==> config.mk <==
export PLATFORM = sky130hd
export DESIGN_NAME = cap_timer
export DESIGN_NICKNAME = d
export VERILOG_FILES = /design/src/rtl/cap_timer_pkg.sv /design/src/rtl/cap_timer_ctrl.sv /design/src/rtl/cap_timer_dp.sv /design/src/rtl/cap_timer.sv
export SDC_FILE = /design/constraint.sdc
export NUM_CORES = 1
export LEC_CHECK = 0
export ABC_AREA = 1
export BUFFER_PORTS_ARGS = -buffer_cell sky130_fd_sc_hd__clkbuf_2
export CORE_UTILIZATION = 40
export CTS_BUF_LIST = sky130_fd_sc_hd__clkbuf_2
export CTS_CLUSTER_DIAMETER = 150
export DETAILED_ROUTE_END_ITERATION = 8
export PLACE_DENSITY_LB_ADDON = 0.08
export SYNTH_ARGS = -nofsm -noshare
export SYNTH_HDL_FRONTEND = slang
export SYNTH_SLANG_ARGS = --single-unit
==> constraint.sdc <==
create_clock -name clk -period 3.25 [get_ports clk]
set_input_delay 0 -clock clk [delete_from_list [all_inputs] [get_ports clk]]
set_output_delay 0 -clock clk [all_outputs]
set_load 0.02 [all_outputs]
==> src/rtl/cap_timer_pkg.sv <==
`timescale 1ns/1ps
package cap_timer_pkg;
  localparam int ADDR_W = 4;
  localparam int FLAG_W = 7;

  localparam logic [ADDR_W-1:0] ADR_CTRL = 4'd0;
  localparam logic [ADDR_W-1:0] ADR_FLAG = 4'd1;
  localparam logic [ADDR_W-1:0] ADR_CNT  = 4'd2;
  localparam logic [ADDR_W-1:0] ADR_CAPA = 4'd3;
  localparam logic [ADDR_W-1:0] ADR_CAPB = 4'd4;
  localparam logic [ADDR_W-1:0] ADR_CAPC = 4'd5;
  localparam logic [ADDR_W-1:0] ADR_CAPD = 4'd6;
  localparam logic [ADDR_W-1:0] ADR_CMPA = 4'd7;
  localparam logic [ADDR_W-1:0] ADR_CMPB = 4'd8;

  // strobes from control to datapath
  typedef struct packed {
    logic       tick;
    logic [3:0] capStb;
    logic       bufA;
    logic       bufB;
  } tmrStb_t;
endpackage

==> src/rtl/cap_timer_ctrl.sv <==
`timescale 1ns/1ps
module cap_timer_ctrl
  import cap_timer_pkg::*;
#(
  parameter int PRE_W = 5
) (
  input  logic              clk,
  input  logic              rstN,
  input  logic              wrEn,
  input  logic [ADDR_W-1:0] addr,
  input  logic [7:0]        wrData,
  input  logic [3:0]        capIn,
  input  logic              extClk,
  output logic [7:0]        ctrlReg,
  output tmrStb_t           stb
);
  localparam int TAP2  = 1;
  localparam int TAP8  = 3;
  localparam int TAP32 = 5;

  logic [PRE_W-1:0] presc;
  logic [2:0]       extSh;
  logic [3:0]       hit;
  logic             tick;

  always_ff @(posedge clk) begin
    if (!rstN) ctrlReg <= '0;
    else if (wrEn && addr == ADR_CTRL) ctrlReg <= wrData;
  end

  always_ff @(posedge clk) begin
    if (!rstN) begin
      presc <= '0;
      extSh <= '0;
    end else begin
      presc <= presc + PRE_W'(1);
      extSh <= {extSh[1:0], extClk};
    end
  end

  genvar g;
  generate
    for (g = 0; g < 4; g++) begin : gSync
      logic [2:0] sh;
      logic       fallSel;
      always_ff @(posedge clk) begin
        if (!rstN) sh <= '0;
        else       sh <= {sh[1:0], capIn[g]};
      end
      assign fallSel = ctrlReg[7-g];
      assign hit[g]  = fallSel ? (~sh[1] & sh[2]) : (sh[1] & ~sh[2]);
    end
  endgenerate

  always_comb begin
    unique case (ctrlReg[1:0])
      2'b00:   tick = &presc[TAP2-1:0];
      2'b01:   tick = &presc[TAP8-1:0];
      2'b10:   tick = &presc[TAP32-1:0];
      default: tick = extSh[1] & ~extSh[2];
    endcase
  end

  always_comb begin
    stb.tick   = tick;
    stb.bufA   = ctrlReg[3];
    stb.bufB   = ctrlReg[2];
    stb.capStb = {hit[3] & ~ctrlReg[2], hit[2] & ~ctrlReg[3], hit[1], hit[0]};
  end

  AST_CTRL_WRITE: assert property (@(posedge clk) disable iff (!rstN)
    (wrEn && addr == ADR_CTRL) |=> ctrlReg == $past(wrData));
  AST_DIV2_GAP: assert property (@(posedge clk) disable iff (!rstN)
    (ctrlReg[1:0] == 2'b00 && tick) |=> (ctrlReg[1:0] != 2'b00 || !tick));
  AST_DIV8_GAP: assert property (@(posedge clk) disable iff (!rstN)
    (ctrlReg[1:0] == 2'b01 && tick) |=> (ctrlReg[1:0] != 2'b01 || !tick));
endmodule

==> src/rtl/cap_timer_dp.sv <==
`timescale 1ns/1ps
module cap_timer_dp
  import cap_timer_pkg::*;
#(
  parameter int CNT_W = 16
) (
  input  logic              clk,
  input  logic              rstN,
  input  tmrStb_t           stb,
  input  logic              wrEn,
  input  logic              rdEn,
  input  logic [ADDR_W-1:0] addr,
  input  logic [CNT_W-1:0]  wrData,
  input  logic [7:0]        ctrlReg,
  output logic [CNT_W-1:0]  rdData
);
  logic [CNT_W-1:0]  cnt;
  logic [CNT_W-1:0]  cntNext;
  logic [CNT_W-1:0]  capR [4];
  logic [CNT_W-1:0]  cmpR [2];
  logic [FLAG_W-1:0] flags;
  logic [FLAG_W-1:0] armed;
  logic [FLAG_W-1:0] setVec;
  logic [FLAG_W-1:0] clrVec;
  logic              matchA;
  logic              matchB;
  logic              wrap;

  assign cntNext = cnt + CNT_W'(1);
  assign wrap    = stb.tick && (&cnt);
  assign matchA  = stb.tick && (cntNext == cmpR[0]);
  assign matchB  = stb.tick && (cntNext == cmpR[1]);
  assign setVec  = {wrap, matchB, matchA, stb.capStb};
  assign clrVec  = (wrEn && addr == ADR_FLAG) ? (armed & ~wrData[FLAG_W-1:0]) : '0;

  always_ff @(posedge clk) begin
    if (!rstN) cnt <= '0;
    else if (stb.tick) cnt <= cntNext;
  end

  // direct captures A and B
  genvar g;
  generate
    for (g = 0; g < 2; g++) begin : gDirect
      always_ff @(posedge clk) begin
        if (!rstN) capR[g] <= '0;
        else if (stb.capStb[g]) capR[g] <= cnt;
      end
    end
  endgenerate

  // C and D: capture, history buffer, or software value
  always_ff @(posedge clk) begin
    if (!rstN) begin
      capR[2] <= '0;
      capR[3] <= '0;
    end else begin
      if (stb.bufA && stb.capStb[0])          capR[2] <= capR[0];
      else if (stb.capStb[2])                 capR[2] <= cnt;
      else if (wrEn && addr == ADR_CAPC)      capR[2] <= wrData;
      if (stb.bufB && stb.capStb[1])          capR[3] <= capR[1];
      else if (stb.capStb[3])                 capR[3] <= cnt;
      else if (wrEn && addr == ADR_CAPD)      capR[3] <= wrData;
    end
  end

  always_ff @(posedge clk) begin
    if (!rstN) begin
      cmpR[0] <= '0;
      cmpR[1] <= '0;
    end else begin
      if (stb.bufA && matchA)                 cmpR[0] <= capR[2];
      else if (wrEn && addr == ADR_CMPA)      cmpR[0] <= wrData;
      if (stb.bufB && matchB)                 cmpR[1] <= capR[3];
      else if (wrEn && addr == ADR_CMPB)      cmpR[1] <= wrData;
    end
  end

  always_ff @(posedge clk) begin
    if (!rstN) begin
      flags <= '0;
      armed <= '0;
    end else begin
      flags <= (flags & ~clrVec) | setVec;
      if (rdEn && addr == ADR_FLAG) armed <= flags;
      else                          armed <= armed & ~clrVec;
    end
  end

  always_comb begin
    unique case (addr)
      ADR_CTRL: rdData = CNT_W'(ctrlReg);
      ADR_FLAG: rdData = CNT_W'(flags);
      ADR_CNT:  rdData = cnt;
      ADR_CAPA: rdData = capR[0];
      ADR_CAPB: rdData = capR[1];
      ADR_CAPC: rdData = capR[2];
      ADR_CAPD: rdData = capR[3];
      ADR_CMPA: rdData = cmpR[0];
      ADR_CMPB: rdData = cmpR[1];
      default:  rdData = '0;
    endcase
  end

  AST_CNT_STEP: assert property (@(posedge clk) disable iff (!rstN)
    stb.tick |=> (cnt - $past(cnt)) == CNT_W'(1));
  AST_CNT_HOLD: assert property (@(posedge clk) disable iff (!rstN)
    !stb.tick |=> $stable(cnt));
  AST_WRAP_FLAG: assert property (@(posedge clk) disable iff (!rstN)
    (stb.tick && (&cnt)) |=> (flags[6] && cnt == '0));
  AST_CAP_LOAD: assert property (@(posedge clk) disable iff (!rstN)
    stb.capStb[0] |=> (capR[0] == $past(cnt) && flags[0]));
  AST_BUF_SHIFT: assert property (@(posedge clk) disable iff (!rstN)
    (stb.bufA && stb.capStb[0]) |=> capR[2] == $past(capR[0]));
  AST_BUF_GATE: assert property (@(posedge clk) disable iff (!rstN)
    stb.bufB |-> !stb.capStb[3]);
  AST_CMP_RELOAD: assert property (@(posedge clk) disable iff (!rstN)
    (stb.bufA && matchA) |=> (cmpR[0] == $past(capR[2]) && flags[4]));
  AST_UNARMED_KEEP: assert property (@(posedge clk) disable iff (!rstN)
    (flags[0] && !armed[0] && !(rdEn && addr == ADR_FLAG)) |=> flags[0]);
endmodule

==> src/rtl/cap_timer.sv <==
`timescale 1ns/1ps
module cap_timer
  import cap_timer_pkg::*;
#(
  parameter int CNT_W = 16,
  parameter int PRE_W = 5
) (
  input  logic              clk,
  input  logic              rstN,
  input  logic              wrEn,
  input  logic              rdEn,
  input  logic [3:0]        addr,
  input  logic [CNT_W-1:0]  wrData,
  output logic [CNT_W-1:0]  rdData,
  input  logic [3:0]        capIn,
  input  logic              extClk
);
  tmrStb_t    stb;
  logic [7:0] ctrlReg;

  cap_timer_ctrl #(.PRE_W(PRE_W)) i_ctrl (
    .clk(clk), .rstN(rstN), .wrEn(wrEn), .addr(addr), .wrData(wrData[7:0]),
    .capIn(capIn), .extClk(extClk), .ctrlReg(ctrlReg), .stb(stb)
  );

  cap_timer_dp #(.CNT_W(CNT_W)) i_dp (
    .clk(clk), .rstN(rstN), .stb(stb), .wrEn(wrEn), .rdEn(rdEn), .addr(addr),
    .wrData(wrData), .ctrlReg(ctrlReg), .rdData(rdData)
  );
endmodule

==> results of run 1 <==
[stage by stage]
step                setup slack, ns  cells  instance area, µm²
finish                       0.2925   1536                9976
global route                0.01894   1536                9976
CTS                          0.1423   1535                9962
detailed placement           0.2482   1447                9183
global placement             0.3055   1447                9183
floorplan                    0.5335   1142                8606
[power by group]
part | total, mW | internal [mW] | switching [mW]
Clock | 1.03 | 0.236 | 0.799
Sequential | 2.28 | 2.19 | 0.0953
Combinational | 0.644 | 0.209 | 0.435
Total | 3.96 | 2.63 | 1.33
[flip-flops by register name, summed over array words and instances (netlist names)]
name             cells
i_ctrl.extSh         3
i_dp.armed           7
i_dp.flags           7
i_ctrl.presc         5
i_dp.cnt            16
i_ctrl.gSync.sh     12
i_dp.cmpR           32
i_ctrl.ctrlReg       8
i_dp.capR           64
[final timing paths]
path | startpoint | endpoint | cells after the start
setup / recovery | i_dp.cnt[2]$_SDFFE_PN0P_ | i_dp.cmpR[0][10]$_SDFFCE_PP0P_ | 11
hold reg to reg | i_ctrl.gSync[1].sh[0]$_SDFF_PN0_ | i_ctrl.gSync[1].sh[1]$_SDFF_PN0_ | 2
setup reg to reg | i_dp.cnt[2]$_SDFFE_PN0P_ | i_dp.cmpR[0][10]$_SDFFCE_PP0P_ | 11
hold / removal | addr[0] | i_dp.cmpR[0][2]$_SDFFCE_PP0P_ | 9
[layout by cell type, fill, tap and decap left out, drive strengths merged, types with 56 or more instances in the layout]
master,synthesis,routed
dlygate4sd3,0,56
dfxtp,58,58
nand2,329,329
o21ai,68,68
inv,172,181
a21oi,59,59
clkbuf,29,61
nor2,122,122
nand3,84,84
edfxtp,96,96
[metal layers]
metal | vias to the layer above | GRT usage | share of wire
met5 | - | 0 | 0
met4 | 0 | 0.07474 | 0.021
met3 | 39 | 0.06258 | 0.085
met2 | 333 | 0.3890 | 0.42
met1 | 3769 | 0.4020 | 0.48
li1 | 4008 | - | -
[repair_timing]
item | 4_1_cts | 5_1_grt
hold endpoints to repair | 122 | 0
resized for setup | 0 | 5
hold buffers | 56 | 0
endpoints found under the setup margin | 0 | 51
[cells by family (layout without fill, tap and decap cells)]
logic type               count (synthesis)  count (layout)  share of synthesized area
adder cells (fa/ha/maj)                  4               4                   0.005816
flip-flops                             154             154                     0.4699
other                                    0               1                          0
buffers and inverters                  215             333                    0.09712
XOR/XNOR                                 5               5                   0.006689
AO/OA/AOI/OAI                          210             210                     0.1483
AND/OR/NAND/NOR                        554             554                     0.2722
[layout make-up]
| cell class | instances | area [µm²] |
|---|---|---|
| Tap cell | 275 | 344.1 |
| Fill cell | 2176 | 11110 |
| Inverter | 176 | 660.6 |
| Clock inverter | 15 | 133.9 |
| Clock buffer | 17 | 85.08 |
| Multi-Input combinational cell | 773 | 3734 |
| Timing Repair Buffer | 125 | 968.4 |
| Sequential cell | 154 | 4048 |
| Antenna cell | 1 | 2.502 |
[worst register-to-register path, stage by stage, from the launching register on]
cell	delay [ns]
dfxtp_1	0.59
nand3_1	0.27
nor2_2	0.23
nand4_1	0.26
nand2_1	0.25
nand2_1	0.07
nand2_1	0.09
nand2_1	0.11
nor2_4	0.17
nand3_4	0.23
nand3_1	0.14
buf_4	0.25
==> metrics, run 1 <==
Synth Flop Type edfxtp_1; routed vias between 8k and 9k; first-pass GRT wire length roughly 44,000 µm; worst reg2reg setup slack 0.29 ns; cell types with the largest area share after synthesis edfxtp_1 33%, nand2_1 14%, dfxtp_1 13%; GRT Resource Usage Total 0.2707; setup repair after global routing missed its margin false; number of ports placed on the die boundary 45; CP max FO 18; most used standard cells in the synthesized netlist 323 x nand2_1, 170 x inv_1, 109 x nor2_1, 96 x edfxtp_1, 83 x nand3_1; post-route fraction of the period consumed by the critical path 0.9100; final hold violations 0; via count of the first global-routing pass 7,283; width of the die 148.7 µm; tightest hold margin 0.1158 ns; Critical Path RT 3.69 ns; worst clock skew 0.04387 ns; Clock Latency Late Sink 0.75 ns; library cells used by synthesis 42; fraction of layout cells with a size suffix above 1 0.1032; post-synthesis average cell area 7.536 µm²; top achievable clock speed ~340 MHz; Crit path buffers/inverters 1; CTS Buf Count 17; most numerous cell in the Yosys netlist nand2_1; post-synthesis sequential area ratio 0.4699; wire length after detailed routing around 29,000 µm; Post-Syn Instances 1,142; cells along the critical path nand3_1 -> nor2_2 -> nand4_1 -> nand2_1 -> nand2_1 -> nand2_1 -> nand2_1 -> nor2_4 -> nand3_4 -> nand3_1 -> buf_4; status finished clean; number of nets with antenna violations after routing 0; share of synthesized flip-flops with an asynchronous set or reset 0; CP endpoint kind flip-flop; cell with the most instances on the worst path nand2_1; first drt pass iteration count 8; flop and latch count out of synthesis 154; number of design rule violations left after detail routing 0; clock-pin slew on the worst setup and hold paths approximately 0.26 ns; max incr delay on CP 0.59 ns; count of flip-flops with a built-in enable after synthesis 96; worst slew margin relative to its limit 0.4741; floorplan core area roughly 21,000 µm²; critical path arrival between 3 and 4 ns; top cell type's share of synthesized area 0.3350; post-detailed-placement half-perimeter wirelength 21,970 µm; cell area after technology mapping 8606 µm²; biggest area consumer among synthesized cells edfxtp_1; root buffer cell clkbuf_2; cell with the largest stage delay on the worst path dfxtp_1; num rows 53; actual slew at the worst max-slew pin 0.7866 ns; Setup crit start kind flip-flop; postcts setup bufs 0; minimum clock period after layout 2.958 ns; CTS tree yes; peak supply drop 0.0002026 V; class of the most critical hold timing path in -> reg; Cell Pwr Density 397.2 nW/µm²; post-layout util 0.4731; post-layout power 3.962 mW; remaining global-route overflow 0; average detailed-routed wire length per instance 18.78 µm; detail-routed via count per cell 5.305; Area Growth Syn to Fin 15.92%; antenna violations before repair 1; nets in the synthesized netlist approximately 1.2k; worst-case clock buffer depth 2; CTS Sinks 154; Final setup viols 0; WS Path Type reg -> reg; final count of pins violating max slew 0; maximum number of pins on one net before global-route repair 33; setup_tns 0 ns; Final #Nets 1,280; initial drt markers between 700 and 800; critical path's top delay family simple AND/OR/NAND/NOR gates; total of max-cap violations 0; overall die area 22,100 µm²; die height 148.7 µm; # port buffers 44; count of synthesis-stage warnings from yosys 0; initial core utilization 0.4081; cell leakage power about 4.5 nW; deepest level of the CTS H-tree 4; last weighted congestion value of the routability-driven placer 0.9411
Note: power is estimated with default switching activity, not from simulation.
==> inputs of run 2 (changes only) <==
CELL_PAD_IN_SITES_DETAIL_PLACEMENT = 0   (was not set)
CELL_PAD_IN_SITES_GLOBAL_PLACEMENT = 2   (was not set)
CORE_UTILIZATION = 38   (was 40)
==> metrics, run 2 (synthesized netlist as in run 1, its figures left out) <==
met1 usage 0.4200 (+0.01797); remaining global-route overflow 0 (unchanged); cell leakage power 4.397 nW (-1.2%); Cell Pwr Density 418.9 nW/µm² (+5.5%); worst slack at placement 0.2134 ns (-0.03485 ns); CTS Buf Count 17 (unchanged); final count of pins violating max slew 0 (unchanged); CTS tree yes; final hold violations 0 (unchanged); CTS Sinks 154 (unchanged); root buffer cell clkbuf_2; CP max FO 16 (-2); setup repair after global routing missed its margin false; setup_tns 0 ns (unchanged); initial drt markers 838 (+12%); number of nets with antenna violations after routing 0 (unchanged); width of the die 152.5 µm (+2.6%); final cell count without fillers 1,531 (-0.33%); GRT Resource Usage Total 0.2688 (-0.001980); post-detailed-placement half-perimeter wirelength 23,350 µm (+6.3%); # port buffers 44 (unchanged); Post-Place Cell Area 9204 µm² (+0.23%); critical path arrival 3.49 ns (+0.09 ns); fraction of layout cells with a size suffix above 1 0.1064 (+0.003225); maximum number of pins on one net before global-route repair 37 (+12%); via count of the first global-routing pass 7,557 (+3.8%); wire length after detailed routing 30,390 µm (+5.4%); first drt pass iteration count 6 (-2); status finished clean; Setup crit start kind flip-flop; actual slew at the worst max-slew pin 0.8419 ns (+0.05523 ns); peak supply drop 0.0002892 V (+43%); max reg flops 64 (unchanged); num rows 54 (+1.9%); Final setup viols 0 (unchanged); tightest hold margin 0.1608 ns (+0.04503 ns); placed instance count 1,454 (+0.48%); Final Cell Area 9912 µm² (-0.64%); total of max-cap violations 0 (unchanged); number of ports placed on the die boundary 45 (unchanged); commonest non-fill, non-tap cells in the layout 323 x nand2_1, 170 x inv_1, 109 x nor2_1, 96 x edfxtp_1, 83 x nand3_1; first-pass GRT wire length 46,580 µm (+6.3%); Top Usage Layer GRT met1; detail-routed via count per cell 5.199 (-2.0%); top achievable clock speed 350.0 MHz (+3.5%); Final WS setup 0.3929 ns (+0.1005 ns); minimum clock period after layout 2.857 ns (-0.1005 ns); most common cell after layout, fill and taps aside nand2_1; last weighted congestion value of the routability-driven placer 0.8960 (-4.8%); average detailed-routed wire length per instance 19.85 µm (+5.7%); clock-pin slew on the worst setup and hold paths 0.29 ns (+0.03 ns); initial core utilization 0.3907 (-0.01739); die height 152.5 µm (+2.6%); Clock Latency Late Sink 0.75 ns (about the same); number of design rule violations left after detail routing 0 (unchanged); antenna violations before repair 1 (unchanged); worst clock skew 0.05392 ns (+0.01005 ns); met2 track demand over resource in global routing 0.3930 (+0.004003); worst reg2reg setup slack 0.39 ns (+0.10 ns); Fill cells 2,301 (+5.7%); Final #Nets 1,270 (-0.78%); routed vias 7,959 (-2.3%); met3 Track Usage GR 0.03697 (-0.02560); Area Growth Syn to Fin 15.18%; deepest level of the CTS H-tree 4 (unchanged); Critical Path RT 3.88 ns (+0.19 ns); worst slew margin relative to its limit 0.4372 (-0.03693); post-route fraction of the period consumed by the critical path 0.8791 (-0.03091); class of the most critical hold timing path in -> reg; worst-case clock buffer depth 2 (unchanged); WS Path Type reg -> reg; CP endpoint kind flip-flop; Most flops, register i_dp.capR; floorplan core area 22,030 µm² (+4.4%); overall die area 23,250 µm² (+5.2%); largest registers i_dp.capR (64), i_dp.cmpR (32), i_dp.cnt (16)
==> run 2: changes by cell type in the layout (fill, tap and decap cells not counted), sizes merged <==
cell	delta
dlygate4sd3	-15
buf	+5
clkinv	-4
clkinvlp	+3
bufinv	+2
inv	-1
==> run 2: per-layer routing <==
metal / share of wire / up-vias
met1: 0.50 / 3675
li1: - / 3987
met4: 0.012 / 0
met2: 0.42 / 274
met5: 0 / -
met3: 0.062 / 23
==> run 2: critical path: stages, from the launching register on <==
cell and delay [ns]:
dfxtp_2 0.42, ha_1 0.18, nand2_1 0.06, nor2_1 0.10
ha_1 0.15, nand2_1 0.08, nand2_1 0.06, nor2_1 0.04
nor2_1 0.25, buf_4 0.25, nand3_1 0.08, nor2_1 0.09
nand2_1 0.05, nor2_1 0.09, nand3_1 0.09, nor2_2 0.17
nand2_2 0.08, buf_4 0.21, a21oi_1 0.18, nand2_1 0.08
nand2_1 0.06
==> run 2: worst paths after layout <==
check | end | from | cells past startpoint
worst max-delay path | i_dp.cmpR[1][0]$_DFFE_PP_ | i_ctrl.presc[0]$_SDFF_PN0_ | 20
worst max register to register | i_dp.cmpR[1][0]$_DFFE_PP_ | i_ctrl.presc[0]$_SDFF_PN0_ | 20
worst min register to register | i_ctrl.gSync[1].sh[1]$_SDFF_PN0_ | i_ctrl.gSync[1].sh[0]$_SDFF_PN0_ | 2
worst min-delay path | i_dp.cmpR[1][8]$_DFFE_PP_ | wrData[8] | 4
==> run 2: layout make-up <==
| type | count | area [µm²] | area share |
|---|---|---|---|
| sequential | 154 | 4046 | 0.4082 |
| multi-input combinational | 773 | 3731 | 0.3764 |
| timing repair buffer | 115 | 855.8 | 0.08634 |
| inverter | 176 | 660.6 | 0.06665 |
| tap | 280 | 350.3 | 0.03534 |
| clock inverter | 15 | 180.2 | 0.01818 |
| clock buffer | 17 | 85.08 | 0.008584 |
| antenna | 1 | 2.502 | 0.0002525 |
==> run 2: power by group <==
| group | internal, mW | switching [mW] |
|---|---|---|
| Clock | 0.385 | 0.833 |
| Sequential | 2.19 | 0.0900 |
| Combinational | 0.206 | 0.449 |
==> run 2: repair_timing <==
| action | in CTS | in global routing |
|---|---|---|
| hold buffers | 41 | 0 |
| endpoints found under the setup margin | 0 | 49 |
| setup buffers | 0 | 3 |
| resized for setup | 0 | 3 |
| hold endpoints to repair | 104 | 0 |
==> run 2: stage by stage <==
step	total power, mW	utilization
after floorplan	2.654	-
after global placement	2.929	0.4179
after detailed placement	2.926	0.4179
after CTS	4.168	0.4485
after global routing	4.339	0.4500
final	4.152	0.4500
==> inputs of run 3 (changes only) <==
CORE_ASPECT_RATIO = 0.75   (was not set)
==> metrics, run 3 (synthesized netlist as in run 1, its figures left out) <==
maximum number of pins on one net before global-route repair 49 (+32%); overall die area 23,260 µm² (about the same); post-layout power 4.058 mW (-2.3%); antenna violations before repair 1 (unchanged); critical path arrival 3.68 ns (+0.19 ns); width of the die 175.8 µm (+15%); postcts setup bufs 0 (unchanged); number of ports placed on the die boundary 45 (unchanged); # port buffers 44 (unchanged); commonest non-fill, non-tap cells in the layout 323 x nand2_1, 170 x inv_1, 109 x nor2_1, 96 x edfxtp_1, 83 x nand3_1; hold path endpoint i_dp.cmpR[1][13]$_DFFE_PP_; status finished clean; Area Growth Syn to Fin 16.95%; number of cell instances on the worst register-to-register path 14 (-30%); worst reg2reg setup slack 0.30 ns (-0.09 ns); minimum clock period after layout 3.052 ns (+0.1946 ns); Multi-input gate area 3726 µm² (-0.13%); via count of the first global-routing pass 7,470 (-1.2%); CP max FO 10 (-6); initial core utilization 0.3892 (-0.001503); setup repair after global routing missed its margin false; average detailed-routed wire length per instance 19.94 µm (+0.45%); final cell count without fillers 1,562 (+2.0%); setup_tns 0 ns (unchanged); CP endpoint kind flip-flop; initial drt markers 905 (+8.0%); detail-routed via count per cell 5.241 (+0.81%); total of max-cap violations 0 (unchanged); top achievable clock speed 327.7 MHz (-6.4%); placed instance count 1,469 (+1.0%); CTS tree yes; Most flops, register i_dp.capR; final count of pins violating max slew 0 (unchanged); post-detailed-placement half-perimeter wirelength 23,870 µm (+2.2%); last weighted congestion value of the routability-driven placer 0.9052 (+1.0%); Cell Pwr Density 403.2 nW/µm² (-3.8%); number of design rule violations left after detail routing 0 (unchanged); CTS Sinks 154 (unchanged); GRT Resource Usage Total 0.2776 (+0.008832); peak supply drop 0.0002649 V (-8.4%); Fill cells 2,286 (-0.65%); num rows 47 (-13%); actual slew at the worst max-slew pin 0.8217 ns (-0.02020 ns); Setup crit start kind primary input; class of the most critical hold timing path in -> reg; wire length after detailed routing 31,150 µm (+2.5%); first-pass GRT wire length 47,090 µm (+1.1%); die height 132.3 µm (-13%); Final #Nets 1,287 (+1.3%); Post-Place Cell Area 9229 µm² (+0.27%); remaining global-route overflow 0 (unchanged); final hold violations 0 (unchanged); worst-case clock buffer depth 2 (unchanged); root buffer cell clkbuf_2; terminus of the critical flop-to-flop path i_dp.cmpR[1][1]$_DFFE_PP_; max reg flops 64 (unchanged); post-route fraction of the period consumed by the critical path 0.9390 (+0.05988); worst clock skew 0.05268 ns (-0.001233 ns); WS Path Type in -> reg; CTS Buf Count 17 (unchanged); first drt pass iteration count 7 (+1); floorplan core area 22,110 µm² (+0.39%); start point of the worst hold path wrData[13]; Hold Path Depth 4 (unchanged); worst slew margin relative to its limit 0.4507 (+0.01350); Final Cell Area 10,060 µm² (+1.5%); fraction of layout cells with a size suffix above 1 0.1026 (-0.003795); most common cell after layout, fill and taps aside nand2_1; deepest level of the CTS H-tree 4 (unchanged); r2r startpoint i_dp.cnt[0]$_SDFFE_PN0P_; largest registers i_dp.capR (64), i_dp.cmpR (32), i_dp.cnt (16); area used by sequential logic in the layout 4046 µm² (unchanged); Clock Latency Late Sink 0.80 ns (+0.05 ns); Critical Path RT 3.88 ns (about the same); routed vias 8,186 (+2.9%); cell leakage power 4.483 nW (+2.0%); clock-pin slew on the worst setup and hold paths 0.24 ns (-0.05 ns); crit path launch addr[1]; number of nets with antenna violations after routing 0 (unchanged); Final setup viols 0 (unchanged)
## run 3: cell types whose count changed in the layout (fill, tap and decap cells not counted), sizes merged
cell | previous run | this run
dlygate4sd3 | 41 | 60
inv | 180 | 174
clkbuf | 61 | 65
clkinv | 6 | 10
buf | 30 | 28
clkinvlp | 3 | 1
## run 3: per-stage QoR
stage	util	hold WS (ns)	setup WS [ns]
after global routing	0.4552	0.06222	0.02148
after floorplan	-	0.09763	0.5335
after detailed placement	0.4174	0.1849	0.2805
after CTS	0.4548	0.08292	0.2399
final	0.4552	0.1318	0.1983
after global placement	0.4174	0.1831	0.2721
## run 3: report_power, final
group	leakage, nW	internal (mW)	switching (mW)
sequential	1.47	2.19	0.0904
clock	0.146	0.367	0.733
combinational	2.87	0.215	0.464
## run 3: worst max-delay path: stages
cell and delay [ns]:
dlygate4sd3_1 0.53, clkbuf_2 0.14, nor2_1 0.09, dlygate4sd3_1 0.57, nand2_1 0.09, dlygate4sd3_1 0.62
nor3_2 0.19, dlygate4sd3_1 0.57, buf_4 0.18, nand2_1 0.07, dlygate4sd3_1 0.55, o31ai_1 0.06
## run 3: layer usage
| metal | track usage | wire length, µm | up-vias |
|---|---|---|---|
| met3 | 0.09717 | 3446 | 22 |
| met1 | 0.4296 | 15540 | 3750 |
| met4 | 0.05652 | 343 | 2 |
| met2 | 0.3597 | 11750 | 391 |
| met5 | 0.02292 | 69 | - |
| li1 | - | - | 4021 |
## run 3: area by class of cell
class,count,area share
clock inverters,11,0.01206
well taps,294,0.03655
diodes,1,0.0002486
multi-input cells,773,0.3702
repair buffers,132,0.1028
clock buffers,21,0.01044
inverters,176,0.06564
flip-flops and latches,154,0.4020
## run 3: worst max path at each step
stage                                      to  cells after the start
6_report       i_dp.capR[2][11]$_SDFFCE_PN0P_                     12
3_5_place_dp   i_dp.cmpR[0][11]$_SDFFCE_PP0P_                     12
2_1_floorplan   i_dp.cmpR[0][0]$_SDFFCE_PP0P_                     15
5_1_grt         i_dp.cmpR[0][5]$_SDFFCE_PP0P_                     17
3_3_place_gp        i_dp.cmpR[1][4]$_DFFE_PP_                     14
4_1_cts             i_dp.cmpR[1][4]$_DFFE_PP_                     14
## run 3: what timing repair did
| item | 4_1_cts | 5_1_grt |
|---|---|---|
| endpoints found under the hold margin | 121 | 0 |
| resized for setup | 0 | 3 |
| endpoints found under the setup margin | 0 | 50 |
| hold buffers | 60 | 0 |
